[config.mk]
export PLATFORM = sky130hd
export DESIGN_NAME = irq_gate_ctrl
export DESIGN_NICKNAME = d
export VERILOG_FILES = /design/src/rtl/irqg_pkg.sv /design/src/rtl/irqg_channel.sv /design/src/rtl/irqg_readback.sv /design/src/rtl/irq_gate_ctrl.sv
export SDC_FILE = /design/constraint.sdc
export NUM_CORES = 1
export LEC_CHECK = 0
export ABC_AREA = 0
export CELL_PAD_IN_SITES_DETAIL_PLACEMENT = 1
export CELL_PAD_IN_SITES_GLOBAL_PLACEMENT = 2
export CORE_MARGIN = 2
export CORE_UTILIZATION = 14
export CTS_BUF_LIST = sky130_fd_sc_hd__clkbuf_2
export DETAILED_ROUTE_END_ITERATION = 16
export GPL_TIMING_DRIVEN = 0
export HOLD_SLACK_MARGIN = 0.1
export PLACE_DENSITY_LB_ADDON = 0.1
export SLEW_MARGIN = 0
export SYNTH_ARGS = -nofsm -noshare
export SYNTH_HDL_FRONTEND = slang
export SYNTH_SLANG_ARGS = --single-unit
[constraint.sdc]
create_clock -name clk -period 0.8 [get_ports clk]
set_input_delay 0.16 -clock clk [delete_from_list [all_inputs] [get_ports clk]]
set_output_delay 0.16 -clock clk [all_outputs]
set_load 0.05 [all_outputs]
[src/rtl/irqg_pkg.sv]
package irqg_pkg;

    // Per-channel registered state
    typedef struct packed {
        logic en;
    } gate_st_t;

    // Gate register byte offset for channel ch of an nch-channel build
    function automatic logic [15:0] gate_off(input int nch, input int ch);
        if (nch == 1) return 16'h0004;
        return (ch == 0) ? 16'h2200 : 16'h3200;
    endfunction

    // Status register byte offset for channel ch of an nch-channel build
    function automatic logic [15:0] status_off(input int nch, input int ch);
        if (nch == 1) return 16'h0000;
        return (ch == 0) ? 16'h2290 : 16'h3290;
    endfunction

endpackage

[src/rtl/irqg_channel.sv]
module irqg_channel
    import irqg_pkg::*;
#(
    parameter int ADDR_W = 16,
    parameter logic [ADDR_W-1:0] GATE_A = '0
) (
    input  logic              clk,
    input  logic              rst_n,
    input  logic [ADDR_W-1:0] addr,
    input  logic              wr,
    input  logic              rd,
    output logic              en
);

    gate_st_t st_d, st_q;
    logic     hit;

    assign hit = (addr == GATE_A);

    always_comb begin
        st_d = st_q;
        if (hit && wr)      st_d.en = 1'b1;   // write wins over a same-cycle read
        else if (hit && rd) st_d.en = 1'b0;
    end

    always_ff @(posedge clk or negedge rst_n) begin
        if (!rst_n) st_q <= '0;
        else        st_q <= st_d;
    end

    assign en = st_q.en;

    AST_WRITE_ARMS: assert property (@(posedge clk) disable iff (!rst_n)
        (wr && addr == GATE_A) |=> en);

    AST_READ_DISARMS: assert property (@(posedge clk) disable iff (!rst_n)
        (rd && !wr && addr == GATE_A) |=> !en);

    AST_OTHER_HOLDS: assert property (@(posedge clk) disable iff (!rst_n)
        (addr != GATE_A || (!wr && !rd)) |=> $stable(en));

endmodule

[src/rtl/irqg_readback.sv]
module irqg_readback
    import irqg_pkg::*;
#(
    parameter int NUM_CH = 2,
    parameter int ADDR_W = 16,
    parameter int DATA_W = 8
) (
    input  logic              clk,
    input  logic              rst_n,
    input  logic [ADDR_W-1:0] addr,
    input  logic              rd,
    input  logic [NUM_CH-1:0] raw,
    output logic [DATA_W-1:0] rdata
);

    typedef struct packed {
        logic [DATA_W-1:0] data;
    } rb_st_t;

    rb_st_t            st_d, st_q;
    logic [NUM_CH-1:0] hit_stat;

    for (genvar c = 0; c < NUM_CH; c++) begin : g_stat
        assign hit_stat[c] = (addr == ADDR_W'(status_off(NUM_CH, c)));
    end

    always_comb begin
        st_d = '0;
        if (rd) begin
            for (int c = 0; c < NUM_CH; c++) begin
                if (hit_stat[c]) st_d.data[0] = raw[c];
            end
        end
    end

    always_ff @(posedge clk or negedge rst_n) begin
        if (!rst_n) st_q <= '0;
        else        st_q <= st_d;
    end

    assign rdata = st_q.data;

    AST_IDLE_READS_ZERO: assert property (@(posedge clk) disable iff (!rst_n)
        !rd |=> (rdata == '0));

endmodule

[src/rtl/irq_gate_ctrl.sv]
module irq_gate_ctrl
    import irqg_pkg::*;
#(
    parameter int NUM_CH = 2,
    parameter int ADDR_W = 16,
    parameter int DATA_W = 8
) (
    input  logic              clk,
    input  logic              rst_n,
    input  logic [ADDR_W-1:0] bus_addr,
    input  logic              bus_wr,
    input  logic              bus_rd,
    output logic [DATA_W-1:0] bus_rdata,
    input  logic [NUM_CH-1:0] drv_irq,
    output logic              card_irq,
    output logic              irq_pending
);

    typedef struct packed {
        logic irq;
    } top_st_t;

    top_st_t           st_d, st_q;
    logic [NUM_CH-1:0] en;

    for (genvar c = 0; c < NUM_CH; c++) begin : g_ch
        irqg_channel #(
            .ADDR_W (ADDR_W),
            .GATE_A (ADDR_W'(gate_off(NUM_CH, c)))
        ) u_ch (
            .clk   (clk),
            .rst_n (rst_n),
            .addr  (bus_addr),
            .wr    (bus_wr),
            .rd    (bus_rd),
            .en    (en[c])
        );
    end

    irqg_readback #(
        .NUM_CH (NUM_CH),
        .ADDR_W (ADDR_W),
        .DATA_W (DATA_W)
    ) u_rb (
        .clk   (clk),
        .rst_n (rst_n),
        .addr  (bus_addr),
        .rd    (bus_rd),
        .raw   (drv_irq),
        .rdata (bus_rdata)
    );

    always_comb begin
        st_d     = st_q;
        st_d.irq = |(drv_irq & en);
    end

    always_ff @(posedge clk or negedge rst_n) begin
        if (!rst_n) st_q <= '0;
        else        st_q <= st_d;
    end

    assign card_irq    = st_q.irq;
    assign irq_pending = |drv_irq;

    AST_GATES_CLOSED: assert property (@(posedge clk) disable iff (!rst_n)
        (en == '0) |=> !card_irq);

    AST_IRQ_NEEDS_RAW: assert property (@(posedge clk) disable iff (!rst_n)
        !irq_pending |=> !card_irq);

endmodule

==> flow_summary_export.csv <==
group,metric,value,unit
global_route,gr-total-overflow,0,
synthesis,synthFlopType,"dfrtp_1",
synthesis,synth-seq-area-share,32.3,%
final_layout,nets,93,
synthesis,synth.area.top_cells,"dfrtp_1 32%, buf_4 17%, o21ai_0 6.5%",
setup_path,rrSetupSlack,0.08,ns
synthesis,yosysMostFrequentCell,"buf_4",
synthesis,yosys_warnings,0,
die,coreArea,2150,um2
setup_path,cp_slowest_cell,"or4b_4",
timing,timing.fmax,658,MHz
die,die_h,51.1,um
synthesis,synthSimpleGateAreaFrac,31.5,%
synthesis,ys_seq_elements,4,
die,ioPinCount,32,
global_route,grt_max_degree,5,
timing,final_max_slew_viol_count,0,
timing,fin_crit_sh,190,%
synthesis,syn-mean-instance-area,9.13,um2
clock_network,cts_buffer_depth,2,
timing,rsz0062_at_grt,"yes",
timing,fin_crit,1.52,ns
synthesis,synth_top_family_by_area,"simple AND/OR/NAND/NOR gates",
synthesis,synthMuxAreaShare,0,%
power,vdd_drop_max,0.321,mV
final_layout,drive_gt1_share,42.0,%
timing,clock_skew,0.00116,ns
clock_network,htreeDepth,1,
status,violations,"negative setup slack",
job,maxCapViolCount,0,
clock_network,clock-sinks,4,
setup_path,crit_path_max_incr_delay,0.54,ns
timing,fin_tns_setup,-2.25,ns
power,powerDensity,1000,nW/um2
drt,antenna_left,0,
setup_path,timing.rr.start,"g_ch[0].u_ch.en$_DFFE_PN0P_",
global_route,grt.total_usage,7.75,%
setup_path,crit_top_cell,"o21ai_1",
clock_network,clockRootBuffer,"clkbuf_2",
die,dieArea,2610,um2
timing,fin_ws,-0.721,ns
setup_path,crit_arrival,1.62,ns
setup_path,critPathCapture,"g_ch[0].u_ch.en$_DFFE_PN0P_",
drt,wl_met1,328,um
clock_network,cts_tree,"yes",
setup_path,crit_path_max_fanout,3,
synthesis,synthXorXnorAreaFrac,0,%
final_layout,fill_cells,269,
drt,dr_wl_met2,449,um
setup_path,cp.required,0.90,ns
setup_path,path_class,"in -> reg",
status,status,"finished, violations left",
timing,setup_viol,6,
drt,drt_wl_total,896,um
timing,fin_hold_ws,0.143,ns
clock_network,cts_buffers,3,
drt,first_pass_iters,4,
setup_path,startpoint,"bus_addr[14]",
synthesis,synth_common_cells,"7 x buf_4, 4 x dfrtp_1, 4 x o21ai_0",
die,row_count,17,
synthesis,yosys.area.top_type_share,32.3,%
worst_hold_path,hold_path_class,"in -> async",
drt,drc_errors,0,
final_layout,antennaDiodeCount,0,
setup_path,critical-path-top-delay-family,"simple AND/OR/NAND/NOR gates",
synthesis,async_reset_ff_share,100,%
die,fp.dieW,51.1,um
die,start_util,14.4,%
synthesis,synth_compound_area_share,15.7,%
timing,finalHoldViolCount,0,
drt,wl_per_cell,9.24,um
synthesis,synthCells,34,
drt,via_per_inst,3.64,
drt,vias,353,
synthesis,ys_types,17,
power,power.leakage,0.287,nW
setup_path,cp_cell_sequence,"buf_6, or4b_4, or4_4, buf_4, o21ai_1, o21ai_1",
setup_path,crit_buf_inv,2,
synthesis,synth_edf_count,0,
drt,drtIter0Drc,2,
final_layout,area_growth,109,%
clock_network,clkTransAtPathRegs,0.05,ns
place,routabilityCongestion,0.616,
global_route,antenna_found_initial,0,
clock_network,clk_latency,0.21,ns
synthesis,synth_adder_area_share,0,%
setup_path,timing.rr.end,"card_irq$_DFF_PN0_",
place,io_buffer_count,24,
global_route,grt_pass1_wl,1460,um
drt,dr_wl_met3,117,um
setup_path,worstSetupPathDepth,6,
setup_path,start_kind,"input pin",
global_route,grt_pass1_vias,357,
setup_path,ff2ff_path_depth,1,
synthesis,netlist_area,310,um2
drt,routed.top_layer,"met3",
setup_path,end_kind,"flop",
synthesis,synth_top_cell_by_area,"dfrtp_1",
-- state kept, by name (all words and copies together), names as in the netlist --
register / flops
u_rb.rdata: 1
card_irq: 1
g_ch.u_ch.en: 2
-- cells by family after synthesis --
family,Yosys count
buffers and inverters,9
AOI/OAI and AO/OA,6
other,1
and+or+nand+nor,14
DFF,4
-- metrics by stage --
stage / cell area [um2] / power, mW / utilization [%] / instances / setup WS (ns)
after global placement: 611 / 0.452 / 28.4 / 92 / -1.25
after floorplan: 335 / 0.333 / - / 40 / -0.782
after global routing: 649 / 0.698 / 30.2 / 97 / -0.737
after CTS: 644 / 0.663 / 30.0 / 97 / -0.727
after detailed placement: 611 / 0.454 / 28.4 / 92 / -1.26
final: 649 / 0.649 / 30.2 / 97 / -0.721
-- layout make-up --
type / count / area (um2) / area share, %
inverters: 2 / 7.51 / 1.16
plain buffers: 7 / 52.6 / 8.09
flip-flops and latches: 4 / 100 / 15.4
repair buffers: 26 / 251 / 38.7
clock buffers: 3 / 15.0 / 2.31
multi-input cells: 27 / 188 / 28.9
well taps: 28 / 35.0 / 5.39
-- worst min path at each step --
stage / from / endpoint / cells after the start
finish: rst_n / g_ch[0].u_ch.en$_DFFE_PN0P_ / 1
global route: rst_n / u_rb.rdata[0]$_DFF_PN0_ / 1
CTS: rst_n / card_irq$_DFF_PN0_ / 1
detailed placement: rst_n / u_rb.rdata[0]$_DFF_PN0_ / 1
global placement: rst_n / card_irq$_DFF_PN0_ / 1
floorplan: rst_n / card_irq$_DFF_PN0_ / 0
-- what timing repair did --
| item | 4_1_cts | 5_1_grt |
|---|---|---|
| setup buffers | 2 | 0 |
| gates resized for setup | 48 | 3 |
| hold buffers | 0 | 0 |
| endpoints found under the setup margin | 6 | 6 |
| pin swaps | 7 | 3 |
-- per-layer routing --
metal	track usage (%)	vias up
met3	4.68	0
met1	8.06	155
li1	-	179
met4	4.05	0
met2	12.1	19
met5	0	-
-- where the power goes --
group	switching, mW	internal, mW
combinational	0.125	0.129
clock	0.0908	0.101
sequential	0.0000552	0.203
-- cells in the final DEF, fill, tap and decap left out, types with 2 or more instances in the layout --
cell type        synthesis  routed
buf_2                    0       2
clkbuf_2                 0       4
buf_4                    7       9
buf_6                    0       5
nand3_1                  3       3
nor4_1                   3       2
or4_4                    1       2
conb_1                   1       7
o21ai_1                  0       3
dfrtp_1                  4       4
inv_1                    2       2
clkdlybuf4s50_1          0      15
(Power assumes the default switching activity.)
